===== src/rtl/stall_tracker_pkg.sv =====
package stall_tracker_pkg;

   typedef enum logic [1:0] {
      STALL_NO_MISSBUF = 2'd0,
      STALL_NO_TARGET  = 2'd1,
      STALL_NO_WBBUF   = 2'd2,
      STALL_COHERENCE  = 2'd3
   } stall_cause_e;

   typedef enum logic [1:0] {
      BUSREQ_MISS      = 2'd0,
      BUSREQ_WRITEBACK = 2'd1,
      BUSREQ_COHERENCE = 2'd2,
      BUSREQ_PREFETCH  = 2'd3
   } busreq_cause_e;

   localparam int MIN_CAUSES = 4;

endpackage


===== src/rtl/stall_mask_unit.sv =====
module stall_mask_unit #(
   parameter int N  = 4,
   parameter int IW = 2
) (
   input  logic         clk,
   input  logic         rst_n,
   input  logic         set_vld,
   input  logic [IW-1:0] set_idx,
   input  logic         clr_vld,
   input  logic [IW-1:0] clr_idx,
   output logic [N-1:0] mask_o,
   output logic         goes_busy_o,
   output logic         goes_idle_o,
   output logic         busy_pulse_o,
   output logic         idle_pulse_o
);
   logic [N-1:0] mask_q, mask_d, set_bits, clr_bits;

   always_comb begin
      set_bits = '0;
      clr_bits = '0;
      if (set_vld) set_bits[set_idx] = 1'b1;
      if (clr_vld) clr_bits[clr_idx] = 1'b1;
      mask_d = (mask_q & ~clr_bits) | set_bits;
   end

   assign goes_busy_o = (mask_q == '0) && (mask_d != '0);
   assign goes_idle_o = (mask_q != '0) && (mask_d == '0);

   always_ff @(posedge clk) begin
      if (!rst_n) begin
         mask_q       <= '0;
         busy_pulse_o <= 1'b0;
         idle_pulse_o <= 1'b0;
      end else begin
         mask_q       <= mask_d;
         busy_pulse_o <= goes_busy_o;
         idle_pulse_o <= goes_idle_o;
      end
   end

   assign mask_o = mask_q;
endmodule


===== src/rtl/stall_counters.sv =====
module stall_counters #(
   parameter int N     = 4,
   parameter int IW    = 2,
   parameter int CNT_W = 32
) (
   input  logic               clk,
   input  logic               rst_n,
   input  logic               start_evt,
   input  logic [IW-1:0]      start_idx,
   input  logic               stop_evt,
   input  logic [IW-1:0]      stop_idx,
   output logic [N*CNT_W-1:0] evt_cnt_o,
   output logic [N*CNT_W-1:0] cyc_cnt_o
);
   logic [CNT_W-1:0] now_q, start_q, span;

   assign span = now_q - start_q;

   always_ff @(posedge clk) begin
      if (!rst_n) begin
         now_q   <= '0;
         start_q <= '0;
      end else begin
         now_q <= now_q + 1'b1;
         if (start_evt) start_q <= now_q;
      end
   end

   for (genvar i = 0; i < N; i++) begin : g_cause
      logic [CNT_W-1:0] evt_q, cyc_q;
      logic [CNT_W:0]   evt_sum, cyc_sum;

      assign evt_sum = {1'b0, evt_q} + {{CNT_W{1'b0}}, 1'b1};
      assign cyc_sum = {1'b0, cyc_q} + {1'b0, span};

      always_ff @(posedge clk) begin
         if (!rst_n) begin
            evt_q <= '0;
            cyc_q <= '0;
         end else begin
            if (start_evt && (start_idx == IW'(i)))
               evt_q <= evt_sum[CNT_W] ? '1 : evt_sum[CNT_W-1:0];
            if (stop_evt && (stop_idx == IW'(i)))
               cyc_q <= cyc_sum[CNT_W] ? '1 : cyc_sum[CNT_W-1:0];
         end
      end

      assign evt_cnt_o[i*CNT_W +: CNT_W] = evt_q;
      assign cyc_cnt_o[i*CNT_W +: CNT_W] = cyc_q;
   end
endmodule


===== src/rtl/bus_req_unit.sv =====
module bus_req_unit #(
   parameter int N  = 4,
   parameter int IW = 2
) (
   input  logic          clk,
   input  logic          rst_n,
   input  logic          set_vld,
   input  logic [IW-1:0] set_idx,
   input  logic          clr_vld,
   input  logic [IW-1:0] clr_idx,
   input  logic          retry_wait,
   output logic [N-1:0]  mask_o,
   output logic          pulse_o,
   output logic          any_o
);
   logic [N-1:0] mask_q, set_bits, clr_bits;

   always_comb begin
      set_bits = '0;
      clr_bits = '0;
      if (set_vld) set_bits[set_idx] = 1'b1;
      if (clr_vld) clr_bits[clr_idx] = 1'b1;
   end

   always_ff @(posedge clk) begin
      if (!rst_n) begin
         mask_q  <= '0;
         pulse_o <= 1'b0;
      end else begin
         mask_q  <= (mask_q & ~clr_bits) | set_bits;
         pulse_o <= set_vld && (mask_q == '0) && !retry_wait;
      end
   end

   assign mask_o = mask_q;
   assign any_o  = |mask_q;
endmodule


===== src/rtl/drain_unit.sv =====
module drain_unit (
   input  logic clk,
   input  logic rst_n,
   input  logic req_idle,
   input  logic cpu_pend_empty,
   input  logic cpu_xmit_empty,
   input  logic mem_pend_empty,
   input  logic mem_xmit_empty,
   input  logic drain_req,
   output logic ready_o,
   output logic done_o
);
   logic pend_q, pend_eff;

   assign ready_o  = req_idle && cpu_pend_empty && cpu_xmit_empty &&
                     mem_pend_empty && mem_xmit_empty;
   assign pend_eff = pend_q || drain_req;

   always_ff @(posedge clk) begin
      if (!rst_n) begin
         pend_q <= 1'b0;
         done_o <= 1'b0;
      end else begin
         done_o <= pend_eff && ready_o;
         pend_q <= pend_eff && !ready_o;
      end
   end
endmodule


===== src/rtl/cache_stall_tracker.sv =====
module cache_stall_tracker
   import stall_tracker_pkg::*;
#(
   parameter int N_CAUSE = 4,
   parameter int CNT_W   = 32
) (
   input  logic                       clk,
   input  logic                       rst_n,
   input  logic                       acc_set_vld,
   input  logic [$clog2(N_CAUSE)-1:0] acc_set_cause,
   input  logic                       snp_set_vld,
   input  logic [$clog2(N_CAUSE)-1:0] snp_set_cause,
   input  logic                       stall_clr_vld,
   input  logic [$clog2(N_CAUSE)-1:0] stall_clr_cause,
   input  logic                       req_set_vld,
   input  logic [$clog2(N_CAUSE)-1:0] req_set_cause,
   input  logic                       req_clr_vld,
   input  logic [$clog2(N_CAUSE)-1:0] req_clr_cause,
   input  logic                       retry_wait,
   input  logic                       cpu_pend_empty,
   input  logic                       cpu_xmit_empty,
   input  logic                       mem_pend_empty,
   input  logic                       mem_xmit_empty,
   input  logic                       drain_req,
   output logic [N_CAUSE-1:0]         acc_mask,
   output logic [N_CAUSE-1:0]         snp_mask,
   output logic [N_CAUSE-1:0]         req_mask,
   output logic                       cpu_block,
   output logic                       cpu_unblock,
   output logic                       mem_block,
   output logic                       mem_unblock,
   output logic                       bus_req_pulse,
   output logic                       bus_requested,
   output logic                       drain_ready,
   output logic                       drain_done,
   output logic [N_CAUSE*CNT_W-1:0]   stall_events,
   output logic [N_CAUSE*CNT_W-1:0]   stall_cycles
);
   localparam int IW = $clog2(N_CAUSE);

   if (N_CAUSE < MIN_CAUSES || (1 << IW) != N_CAUSE) begin : g_bad_ncause
      $error("N_CAUSE must be a power of two no smaller than four");
   end
   if (CNT_W < 2) begin : g_bad_cntw
      $error("CNT_W must be at least two");
   end

   logic acc_busy, acc_idle, snp_busy_unused, snp_idle_unused;

   stall_mask_unit #(.N(N_CAUSE), .IW(IW)) u_acc (
      .clk(clk), .rst_n(rst_n),
      .set_vld(acc_set_vld), .set_idx(acc_set_cause),
      .clr_vld(stall_clr_vld), .clr_idx(stall_clr_cause),
      .mask_o(acc_mask), .goes_busy_o(acc_busy), .goes_idle_o(acc_idle),
      .busy_pulse_o(cpu_block), .idle_pulse_o(cpu_unblock));

   stall_mask_unit #(.N(N_CAUSE), .IW(IW)) u_snp (
      .clk(clk), .rst_n(rst_n),
      .set_vld(snp_set_vld), .set_idx(snp_set_cause),
      .clr_vld(stall_clr_vld), .clr_idx(stall_clr_cause),
      .mask_o(snp_mask), .goes_busy_o(snp_busy_unused), .goes_idle_o(snp_idle_unused),
      .busy_pulse_o(mem_block), .idle_pulse_o(mem_unblock));

   stall_counters #(.N(N_CAUSE), .IW(IW), .CNT_W(CNT_W)) u_cnt (
      .clk(clk), .rst_n(rst_n),
      .start_evt(acc_busy), .start_idx(acc_set_cause),
      .stop_evt(acc_idle), .stop_idx(stall_clr_cause),
      .evt_cnt_o(stall_events), .cyc_cnt_o(stall_cycles));

   bus_req_unit #(.N(N_CAUSE), .IW(IW)) u_req (
      .clk(clk), .rst_n(rst_n),
      .set_vld(req_set_vld), .set_idx(req_set_cause),
      .clr_vld(req_clr_vld), .clr_idx(req_clr_cause),
      .retry_wait(retry_wait),
      .mask_o(req_mask), .pulse_o(bus_req_pulse), .any_o(bus_requested));

   drain_unit u_drain (
      .clk(clk), .rst_n(rst_n),
      .req_idle(req_mask == '0),
      .cpu_pend_empty(cpu_pend_empty), .cpu_xmit_empty(cpu_xmit_empty),
      .mem_pend_empty(mem_pend_empty), .mem_xmit_empty(mem_xmit_empty),
      .drain_req(drain_req),
      .ready_o(drain_ready), .done_o(drain_done));
endmodule


===== config.mk =====
export PLATFORM = sky130hd
export DESIGN_NAME = cache_stall_tracker
export DESIGN_NICKNAME = d
export VERILOG_FILES = /design/src/rtl/stall_tracker_pkg.sv /design/src/rtl/stall_mask_unit.sv /design/src/rtl/stall_counters.sv /design/src/rtl/bus_req_unit.sv /design/src/rtl/drain_unit.sv /design/src/rtl/cache_stall_tracker.sv
export SDC_FILE = /design/constraint.sdc
export NUM_CORES = 1
export LEC_CHECK = 0
export BUFFER_PORTS_ARGS = -buffer_cell sky130_fd_sc_hd__clkbuf_2
export CAP_MARGIN = 20
export CORE_ASPECT_RATIO = 1.25
export CORE_MARGIN = 1
export CORE_UTILIZATION = 60
export CTS_CLUSTER_SIZE = 16
export DETAILED_ROUTE_END_ITERATION = 12
export GPL_TIMING_DRIVEN = 0
export PLACE_DENSITY = 0.83
export SYNTH_ARGS = -nofsm -noshare
export SYNTH_HDL_FRONTEND = slang
export SYNTH_SLANG_ARGS = --single-unit

===== constraint.sdc =====
create_clock -name clk -period 14.6 [get_ports clk]
set_input_delay 0.73 -clock clk [delete_from_list [all_inputs] [get_ports clk]]
set_output_delay 0.73 -clock clk [all_outputs]
set_load 0.01 [all_outputs]

==> results of run 1 <==
logic make-up after synthesis:
family          count (synthesis)  share of synthesized area
xor+xnor                      255                      0.107
fa+ha+maj                     181                      0.110
simple gates                  728                      0.168
flops                         339                      0.324
compound gates                880                      0.254
mux                             7                    0.00347
buf+inv                       179                     0.0336
layout make-up:
type	instances	area (µm²)
Tap cell	468	586
Sequential cell	339	6790
Timing Repair Buffer	298	1490
Fill cell	2767	10200
Buffer	94	384
Multi-Input combinational cell	2051	13400
Clock inverter	17	154
Inverter	85	319
Clock buffer	48	1070
routing by layer:
layer / GRT usage / vias to the layer above / part of all wire
li1: - / 9985 / -
met1: 0.373 / 9793 / 0.38
met2: 0.612 / 802 / 0.49
met3: 0.0761 / 202 / 0.079
met4: 0.192 / 0 / 0.055
met5: 0 / - / 0
stage by stage:
step / total power, mW / std cells / cell area (µm²) / hold WS (ps) / worst slack [ps]
after floorplan: 1.29 / 2569 / 20900 / 436 / 9740
after global placement: 1.39 / 3333 / 23000 / 441 / 8270
after detailed placement: 1.41 / 3335 / 23000 / 447 / 8300
after CTS: 2.35 / 3400 / 24200 / 328 / 8290
after global routing: 2.44 / 3400 / 24200 / 339 / 7810
final: 2.35 / 3400 / 24200 / 347 / 8110
synth_stat cells, types with 24 or more instances:
master    count
a21oi_1     367
dfxtp_1     339
o21ai_0     232
nand2_1     221
ha_1        176
nor2_1      165
xor2_1      149
xnor2_1     106
nand3_1      93
inv_1        85
clkbuf_1     83
a21o_1       57
nand4_1      44
and3_1       40
nor3_1       29
a31oi_1      25
a211oi_1     24
sequential cells by signal, summed over array words and instances (netlist names), 4 cells and up:
| register | flops |
|---|---|
| u_cnt.start_q | 32 |
| u_acc.mask_o | 4 |
| u_cnt.now_q | 32 |
| u_cnt.g_cause.cyc_q | 128 |
| u_cnt.g_cause.evt_q | 128 |
| u_req.mask_o | 4 |
| u_snp.mask_o | 4 |
worst max-delay path, delay by kind of cell (launching register included):
family,cells,cell delay [ps]
AO/OA/AOI/OAI,12,4160
buffers and inverters,2,120
XOR/XNOR,2,500
adder cells (fa/ha/maj),3,980
AND/OR/NAND/NOR,2,230
flip-flops,1,350
worst max path at each step:
| stage | endpoint | slack, ps | depth (start not counted) |
|---|---|---|---|
| finish | u_cnt.g_cause[0].cyc_q[31] | 8110 | 21 |
| global route | u_cnt.g_cause[0].cyc_q[31] | 7810 | 21 |
| CTS | u_cnt.g_cause[3].cyc_q[3] | 8290 | 24 |
| detailed placement | u_cnt.g_cause[3].cyc_q[3] | 8300 | 24 |
| global placement | u_cnt.g_cause[0].cyc_q[2] | 8270 | 21 |
| floorplan | u_cnt.g_cause[3].cyc_q[1] | 9740 | 24 |
power by group through the flow:
stage | Clock, mW | Sequential, mW | Combinational (mW)
detailed placement | 0 | 0.970 | 0.436
global route | 0.996 | 0.950 | 0.490
finish | 0.950 | 0.949 | 0.446
floorplan | 0 | 0.971 | 0.321
global placement | 0 | 0.969 | 0.423
CTS | 0.959 | 0.949 | 0.439
==> metrics.yaml, run 1 <==
crit_type: "reg -> reg"
grt_overflow_total: 0
wl_per_cell_um: 18.4
die-width_um: 169
clk_path_buf_depth: 3
power_frac_seq: 0.405
drive_above_1_share: 0.146
grt_max_degree: 16
initial_core_util: 0.608
pwr-share-comb: 0.190
max-vdd-ir-drop_mv: 0.0979
worst_path_max_delay_cell: "o311ai_0"
grt_usage: 0.343
place_congestion: 0.991
rsz0062_at_grt: "no"
dr.pass1.iters: 6
endpoint_kind: "flip-flop"
rr_startpoint: "u_cnt.now_q[0]"
reg2reg_to: "u_cnt.g_cause[0].cyc_q[31]"
core_area_mm2: 0.0344
crit_arrival_ps: 6890
cts_resized: 0
clk_latency_ps: 550
layout_common_cells: "a21oi_1, dfxtp_1, clkbuf_2"
root_buffer: "clkbuf_16"
cp_max_fo: 6
rows: 76
synthesis.area_mm2: 0.0209
syn_area_per_cell_um2: 8.15
first_iter_violations: 1201
hold_depth: 2
yosys.area.top_type: "dfxtp_1"
power_density_mw_per_mm2: 96.8
numCtsBuffers: 36
drv_slew: 0
power_switching_mw: 0.698
cap_violations: 0
clock_skew_ps: 19.6
ys.flop_type: "dfxtp_1"
ff2ff_setup_slack_ps: 8110
path_clk_slew_ps: 60
ant_nets: 0
tightest_slew_ps: 1230
syn_nets: 2773
grt_pass1_vias: 20200
swShare: 0.297
grt_pass1_wl_um: 98700
clkSinkCount: 339
synth-seq-cells: 339
power.clock.fraction: 0.405
yosysTopAreaCellShare: 0.324
drcViolationCount: 0
synth-edff-count: 0
setup_tns_ps: 0
post_cts_hold_buffer_count: 0
syn_to_final_growth_pct: 15.8
cts_setup_buffers: 0
finalHoldViolations: 0
io_pins: 299
crit_path_start_kind: "flip-flop"
synth_area_leaders: "dfxtp_1, ha_1, a21oi_1"
slowest_delay_ps: 790
nets: 3109
cts_tree: "built"
place_hpwl_um: 48100
power.internal_mw: 1.65
cellLeakagePower_nw: 10.5
h-tree-depth: 2
period_needed_ps: 6490
max_freq_ghz: 0.154
crit_start: "u_cnt.now_q[0]"
ys_seq_area_frac: 0.324
outcome: "finished, final reports clean"
wirelength_um: 62500
io_buffer_count: 296
netlist_instances: 2569
synthArstFlopShare: 0
die_area_mm2: 0.0356
final_common_cell: "a21oi_1"
ys.warnings.count: 0
max_slew_margin: 0.183
setup_viol: 0
dieHeight_um: 211
antenna_cells: 0
worst-r2r-cell-count: 21
vias: 20800
hold_end: "u_req.pulse_o"
synth_cell_types: 81
finalCritPeriodShare: 0.445
hp-class: "in -> reg"
final_util: 0.704
antenna_found_initial: 2
required_ps: 15000
vias_per_cell: 6.11
holdCritStartpoint: "retry_wait"
path_cells: "inv_1 -> ha_1 -> inv_1 -> fa_1 -> a21o_1 -> a21oi_1 -> o21ai_0 -> a31oi_1 -> o21ai_0 -> a21oi_1 -> xnor2_1 -> ha_1 -> nand4_1 -> nor2_1 -> a2111oi_0 -> o211ai_1 -> o311ai_0 -> o21ai_0 -> a311oi_1 -> xor2_1 -> a21oi_1"
Power figures use the tool's default switching activity.
==> run 2: changes to the inputs <==
--- a/config.mk
+++ b/config.mk
@@ -5,15 +5,16 @@
 export SDC_FILE = /design/constraint.sdc
 export NUM_CORES = 1
 export LEC_CHECK = 0
+export ABC_AREA = 1
 export BUFFER_PORTS_ARGS = -buffer_cell sky130_fd_sc_hd__clkbuf_2
 export CAP_MARGIN = 20
 export CORE_ASPECT_RATIO = 1.25
 export CORE_MARGIN = 1
-export CORE_UTILIZATION = 60
+export CORE_UTILIZATION = 55
 export CTS_CLUSTER_SIZE = 16
 export DETAILED_ROUTE_END_ITERATION = 12
 export GPL_TIMING_DRIVEN = 0
-export PLACE_DENSITY = 0.83
+export PLACE_DENSITY = 0.78
 export SYNTH_ARGS = -nofsm -noshare
 export SYNTH_HDL_FRONTEND = slang
 export SYNTH_SLANG_ARGS = --single-unit
==> constraint.sdc (replaced) <==
create_clock -name clk -period 5.3 [get_ports clk]
set_input_delay 0.265 -clock clk [delete_from_list [all_inputs] [get_ports clk]]
set_output_delay 0.265 -clock clk [all_outputs]
set_load 0.01 [all_outputs]
==> run 2 against run 1 <==
  * Hold slack worse by 290 ps
  * Synthesized cell count rose by 94%
  * Final cell count rose by 78%
  * Largest cell class unchanged
  * Core utilization fell by 6.5 points
  * Maximum frequency rose by 28%
  * Critical path type unchanged
  * Die area grew 47%
  * Sequential power grew to 2.9 times the previous value
==> metrics.yaml, run 2 <==
tightest_slew_ps: 1200  # was 1230 ps
synthArstFlopShare: 0  # unchanged
syn_area_per_cell_um2: 5.69  # was 8.15 µm²
layout_common_cells: "nand2_1, inv_1, nor2_1"  # was a21oi_1, dfxtp_1, clkbuf_2
clock_skew_ps: 33.6  # was 19.6 ps
hp-class: "in -> reg"  # unchanged
clk_path_buf_depth: 3  # unchanged
ff2ff_setup_slack_ps: 230  # was 8110 ps
drv_slew: 0  # unchanged
reg.largest.list: "u_cnt.g_cause.cyc_q x128, u_cnt.g_cause.evt_q x128"  # unchanged
synth_compound_area_frac: 0.106  # was 0.254
place_congestion: 1.03  # was 0.991
cellLeakagePower_nw: 16.9  # was 10.5 nW
io_buffer_count: 298  # was 296
power_frac_seq: 0.262  # was 0.405
die_area_mm2: 0.0525  # was 0.0356 mm²
die-width_um: 205  # was 169 µm
place_hpwl_um: 79800  # was 48100 µm
grt_pass1_wl_um: 156000  # was 98700 µm
power.clock.fraction: 0.286  # was 0.405
clk_latency_ps: 590  # was 550 ps
dieHeight_um: 256  # was 211 µm
rsz0062_at_grt: "no"  # unchanged
worst-r2r-cell-count: 22  # was 21
synth-edff-count: 0  # unchanged
netlist_instances: 4990  # was 2569
endpoint_kind: "flip-flop"  # unchanged
numCtsBuffers: 40  # was 36
max_freq_ghz: 0.197  # was 0.154 GHz
rr_startpoint: "u_cnt.now_q[11]"  # was u_cnt.now_q[0]
drive_above_1_share: 0.0851  # was 0.146
outcome: "finished, final reports clean"  # unchanged
ant_nets: 0  # unchanged
path_clk_slew_ps: 70  # was 60 ps
crit_path_start_kind: "flip-flop"  # unchanged
synth-seq-cells: 339  # unchanged
rows: 92  # was 76
hold_depth: 4  # was 2
reg2reg_to: "u_cnt.g_cause[2].cyc_q[20]"  # was u_cnt.g_cause[0].cyc_q[31]
wirelength_um: 100000  # was 62500 µm
vias_per_cell: 5.33  # was 6.11
power.internal_mw: 5.75  # was 1.65 mW
cts_tree: "built"  # unchanged
grt_overflow_total: 0  # unchanged
wl_per_cell_um: 16.6  # was 18.4 µm
pwr-share-comb: 0.451  # was 0.190
crit_arrival_ps: 5540  # was 6890 ps
ys.flop_type: "dfxtp_1"  # unchanged
synthAdderAreaFrac: 0.0811  # was 0.110
synthSimpleGateAreaFrac: 0.420  # was 0.168
swShare: 0.442  # was 0.297
first_iter_violations: 2381  # was 1201
syn_nets: 5194  # was 2773
finalWorstSetupSlack_ps: 235  # was 8110 ps
synth_top_family_by_area: "simple AND/OR/NAND/NOR gates"  # was compound AO/OA/AOI/OAI gates
yosysMostFrequentCell: "nand2_1"  # was a21oi_1
setup_viol: 0  # unchanged
crit_start: "u_cnt.now_q[11]"  # was u_cnt.now_q[0]
required_ps: 5780  # was 15000 ps
grt_max_degree: 14  # was 16
yosys.area.top_type: "dfxtp_1"  # unchanged
finalCritPeriodShare: 0.956  # was 0.445
antenna_found_initial: 7  # was 2
max_slew_margin: 0.194  # was 0.183
synth_cell_types: 45  # was 81
initial_core_util: 0.560  # was 0.608
period_needed_ps: 5070  # was 6490 ps
syn_to_final_growth_pct: 14.1  # was 15.8%
cp_max_fo: 10  # was 6
cap_violations: 0  # unchanged
yosysTopAreaCellShare: 0.239  # was 0.324
hold_end: "u_acc.mask_o[1]"  # was u_req.pulse_o
grt_usage: 0.374  # was 0.343
final_common_cell: "nand2_1"  # was a21oi_1
root_buffer: "clkbuf_16"  # unchanged
nets: 5558  # was 3109
placement.setup.worst_slack_ps: 68.7  # was 8300 ps
synth_mux_area_frac: 0  # was 0.00347
clkSinkCount: 339  # unchanged
max-vdd-ir-drop_mv: 0.246  # was 0.0979 mV
synthesis.area_mm2: 0.0284  # was 0.0209 mm²
drcViolationCount: 0  # unchanged
ys_top_cells_by_count: "nand2_1, inv_1, nor2_1, dfxtp_1, a21oi_1"  # was a21oi_1, dfxtp_1, o21ai_0, nand2_1, ha_1
vias: 32200  # was 20800
grt_pass1_vias: 29900  # was 20200
final_util: 0.639  # was 0.704
crit_type: "reg -> reg"  # unchanged
synth_area_leaders: "dfxtp_1, nand2_1, inv_1"  # was dfxtp_1, ha_1, a21oi_1
ys.warnings.count: 0  # unchanged
holdCritStartpoint: "acc_set_cause[1]"  # was retry_wait
dr.pass1.iters: 6  # unchanged
synthXorXnorAreaFrac: 0.0407  # was 0.107
power_density_mw_per_mm2: 318  # was 96.8 mW/mm²
core_area_mm2: 0.0506  # was 0.0344 mm²
power_switching_mw: 4.56  # was 0.698 mW
finalHoldViolations: 0  # unchanged
ys_seq_area_frac: 0.239  # was 0.324
io_pins: 299  # unchanged
h-tree-depth: 2  # unchanged
[run 2: changes by cell type after synthesis, sizes merged, moves of 52 or more]
cell | before | now
a21o | 57 | 5
a21oi | 387 | 292
inv | 85 | 736
nand2 | 221 | 1729
nand3 | 93 | 293
nor2 | 165 | 665
nor3 | 31 | 105
xnor2 | 106 | 28
[run 2: routing by layer]
layer,share of wire,vias up,global-route usage,routed length [µm]
met1,0.41,14500,0.453,40700
met2,0.47,1160,0.635,46800
met4,0.057,4,0.196,5670
met3,0.069,261,0.0544,6960
met5,0.00025,-,0,25
li1,-,16300,-,-
[run 2: logic make-up after synthesis]
kind of cell	after synthesis
xor gates and xnor gates	132
and+or+nand+nor	2913
buffers and inverters	840
adders and majority gates	181
AOI/OAI and AO/OA	585
DFF	339
[run 2: worst max path at each step]
stage               depth (start not counted)                          to
floorplan                                  24  u_cnt.g_cause[2].cyc_q[23]
global placement                           23  u_cnt.g_cause[2].cyc_q[20]
detailed placement                         23  u_cnt.g_cause[2].cyc_q[20]
CTS                                        23  u_cnt.g_cause[2].cyc_q[20]
global route                               26  u_cnt.g_cause[2].cyc_q[23]
finish                                     22  u_cnt.g_cause[2].cyc_q[20]
[run 2: through the flow]
stage               cell area, µm²  cells  setup TNS, ps  total power [mW]  hold WS, ps
global placement             30700   5946          -4400              7.20          430
finish                       32400   6050              0              10.3         54.8
global route                 32400   6046              0              11.0         49.6
floorplan                    28400   4990              0              5.98          342
detailed placement           30800   5957              0              7.28          434
CTS                          32300   6043              0              10.2         19.2
[run 2: area by class of cell]
type | instances | area, µm²
fill | 5167 | 18300
clock buffer | 57 | 1100
clock inverter | 16 | 254
sequential | 339 | 6790
buffer | 102 | 464
tap | 658 | 823
antenna | 7 | 17.5
multi-input combinational | 3811 | 18400
inverter | 738 | 2770
timing repair buffer | 322 | 1730
[run 2: power by group through the flow]
stage	registers (mW)	clock network [mW]	logic, mW
3_5_place_dp	2.76	0	4.52
2_1_floorplan	2.76	0	3.22
3_3_place_gp	2.76	0	4.44
5_1_grt	2.71	3.07	5.17
6_report	2.71	2.95	4.65
4_1_cts	2.70	2.98	4.55
[run 2: worst max-delay path: stages (launching register included)]
cell	delay (ps)
dfxtp_1	460
ha_1	360
nand2_1	90
nand2_1	70
a21oi_1	250
a21boi_0	380
nand2_1	210
xor2_1	660
buf_4	280
ha_1	290
nand2_1	150
inv_1	50
nand2_1	60
nand2_1	70
inv_1	60
nand2_1	60
inv_1	50
nand2_1	150
a21oi_2	430
clkbuf_1	520
nand2_1	90
nor2_1	180
nor2_1	60
[run 2: timing repair]
action | CTS | global route
endpoints found under the hold margin | 11 | 0
resized for setup | 0 | 4
buffers inserted | 0 | 0
hold buffers | 13 | 0
setup endpoints to repair | 0 | 10
==> run 3: changes to the inputs <==
--- a/config.mk
+++ b/config.mk
@@ -14,7 +14,7 @@
 export CTS_CLUSTER_SIZE = 16
 export DETAILED_ROUTE_END_ITERATION = 12
 export GPL_TIMING_DRIVEN = 0
-export PLACE_DENSITY = 0.78
+export PLACE_DENSITY = 0.75
 export SYNTH_ARGS = -nofsm -noshare
 export SYNTH_HDL_FRONTEND = slang
 export SYNTH_SLANG_ARGS = --single-unit
==> run 3 against run 2 <==
  * Largest power group unchanged
  * Sequential cell count did not move
  * Global-route usage down 0.74 points
  * Sequential power about the same
  * Cell area fell by 0.27%
  * Hold slack improved by 3.3 ps
  * Combinational power fell by 0.9%
  * Via count fell by 0.44%
  * Die area unchanged
==> metrics.yaml, run 3 (same netlist as run 2, synthesis figures left out) <==
outcome: "finished, final reports clean"  # unchanged
grt_pass1_vias: 29700  # was 29900
ff2ff_setup_slack_ps: 330  # was 230 ps
nets: 5553  # was 5558
finalHoldViolations: 0  # unchanged
grt_max_degree: 13  # was 14
max_freq_ghz: 0.201  # was 0.197 GHz
reg.largest.list: "u_cnt.g_cause.cyc_q x128, u_cnt.g_cause.evt_q x128"  # unchanged
worst_hold_slack_ps: 58.1  # was 54.8 ps
core_area_mm2: 0.0506  # unchanged
place_hpwl_um: 78500  # was 79800 µm
power_frac_seq: 0.266  # was 0.262
io_buffer_count: 298  # unchanged
clk_latency_ps: 590  # about the same
rsz0062_at_grt: "no"  # unchanged
p_total_mw: 10.2  # was 10.3 mW
ant_nets: 0  # unchanged
power_switching_mw: 4.52  # was 4.56 mW
antenna_found_initial: 2  # was 7
dieHeight_um: 256  # unchanged
layout_common_cells: "nand2_1, inv_1, nor2_1"  # unchanged
cp_max_fo: 10  # unchanged
power.clock.fraction: 0.280  # was 0.286
cap_violations: 0  # unchanged
clock_skew_ps: 26.2  # was 33.6 ps
final_cells: 6035  # was 6050
clk_path_buf_depth: 3  # unchanged
power.internal_mw: 5.64  # was 5.75 mW
endpoint_kind: "flip-flop"  # unchanged
die_area_mm2: 0.0525  # unchanged
io_pins: 299  # unchanged
h-tree-depth: 2  # unchanged
cts_tree: "built"  # unchanged
power_density_mw_per_mm2: 315  # was 318 mW/mm²
rr_startpoint: "u_cnt.now_q[0]"  # was u_cnt.now_q[11]
vias_per_cell: 5.32  # was 5.33
first_iter_violations: 2246  # was 2381
vias: 32100  # was 32200
dp_cells: 5953  # was 5957
crit_type: "reg -> reg"  # unchanged
crit_arrival_ps: 5440  # was 5540 ps
wirelength_um: 97800  # was 100000 µm
path_clk_slew_ps: 60  # was 70 ps
swShare: 0.445  # was 0.442
tightest_slew_ps: 1340  # was 1200 ps
dr.pass1.iters: 6  # unchanged
cellLeakagePower_nw: 16.9  # about the same
hp-class: "in -> reg"  # unchanged
required_ps: 5780  # about the same
die-width_um: 205  # unchanged
max_slew_margin: 0.0981  # was 0.194
crit_path_start_kind: "flip-flop"  # unchanged
wl_per_cell_um: 16.2  # was 16.6 µm
max-vdd-ir-drop_mv: 0.232  # was 0.246 mV
initial_core_util: 0.560  # unchanged
setup_viol: 0  # unchanged
drcViolationCount: 0  # unchanged
final_common_cell: "nand2_1"  # unchanged
rows: 92  # unchanged
grt_usage: 0.367  # was 0.374
grt_pass1_wl_um: 153000  # was 156000 µm
holdCritStartpoint: "stall_clr_vld"  # was acc_set_cause[1]
finalCritPeriodShare: 0.937  # was 0.956
drive_above_1_share: 0.0850  # was 0.0851
crit_start: "u_cnt.now_q[0]"  # was u_cnt.now_q[11]
grt_overflow_total: 0  # unchanged
nFillCells: 5141  # was 5167
root_buffer: "clkbuf_16"  # unchanged
clkSinkCount: 339  # unchanged
drv_slew: 0  # unchanged
syn_to_final_growth_pct: 13.8  # was 14.1%
numCtsBuffers: 39  # was 40
pwr-share-comb: 0.454  # was 0.451
period_needed_ps: 4970  # was 5070 ps
place_congestion: 1.03  # about the same
run 3: path summary, 6_finish.rpt:
kind	end	depth (start not counted)
max reg2reg	u_cnt.g_cause[2].cyc_q[20]	23
min reg2reg	u_cnt.now_q[0]	1
max	u_cnt.g_cause[2].cyc_q[20]	23
min	u_acc.mask_o[1]	4
run 3: layout make-up:
type | count | area (µm²) | share of cell area
multi-input cells | 3811 | 18400 | 0.571
flip-flops and latches | 339 | 6790 | 0.210
inverters | 738 | 2770 | 0.0858
repair buffers | 318 | 1700 | 0.0525
clock buffers | 55 | 1140 | 0.0352
well taps | 658 | 823 | 0.0255
plain buffers | 102 | 464 | 0.0144
clock inverters | 12 | 175 | 0.00542
diodes | 2 | 5.00 | 0.000155
run 3: metal layers:
layer	vias to the layer above	share of wire	GRT usage
li1	16300	-	-
met1	14300	0.41	0.442
met2	1129	0.46	0.616
met3	296	0.067	0.0498
met4	2	0.063	0.216
met5	-	0.00016	0
run 3: through the flow:
step	util	setup WS, ps	setup TNS, ps	cell area, µm²
floorplan	-	1850	0	28400
global route	0.638	63.4	0	32300
detailed placement	0.608	173	0	30800
finish	0.638	335	0	32300
CTS	0.637	168	0	32200
global placement	0.606	-149	-1200	30700
run 3: power groups by stage:
stage          Combinational (mW)  Sequential, mW  Clock, mW
3_5_place_dp                 4.48            2.76          0
5_1_grt                      5.14            2.71       2.96
6_report                     4.61            2.70       2.84
2_1_floorplan                3.22            2.76          0
3_3_place_gp                 4.42            2.75          0
4_1_cts                      4.52            2.70       2.87
run 3: timing repair:
item,CTS,global route
gates resized for setup,0,6
hold endpoints to repair,11,0
buffers inserted,0,0
hold buffers,13,0
setup endpoints to repair,0,10
run 3: worst max-delay path: stages (launching register included):
cell and delay (ps):
dfxtp_1 330, inv_1 100, ha_1 140, inv_1 50, fa_1 410, nand3_1 110
nand2_1 130, nand2_1 90, o211ai_1 190, nand2_1 120, nand2_1 110, xor2_1 630
buf_4 290, ha_1 280, nand2_1 110, nor2_1 70, and3_1 160, nand2_1 70
nand2_1 140, a21oi_1 490, clkbuf_1 520, nand2_1 110, nor2_1 140, nor2_1 60
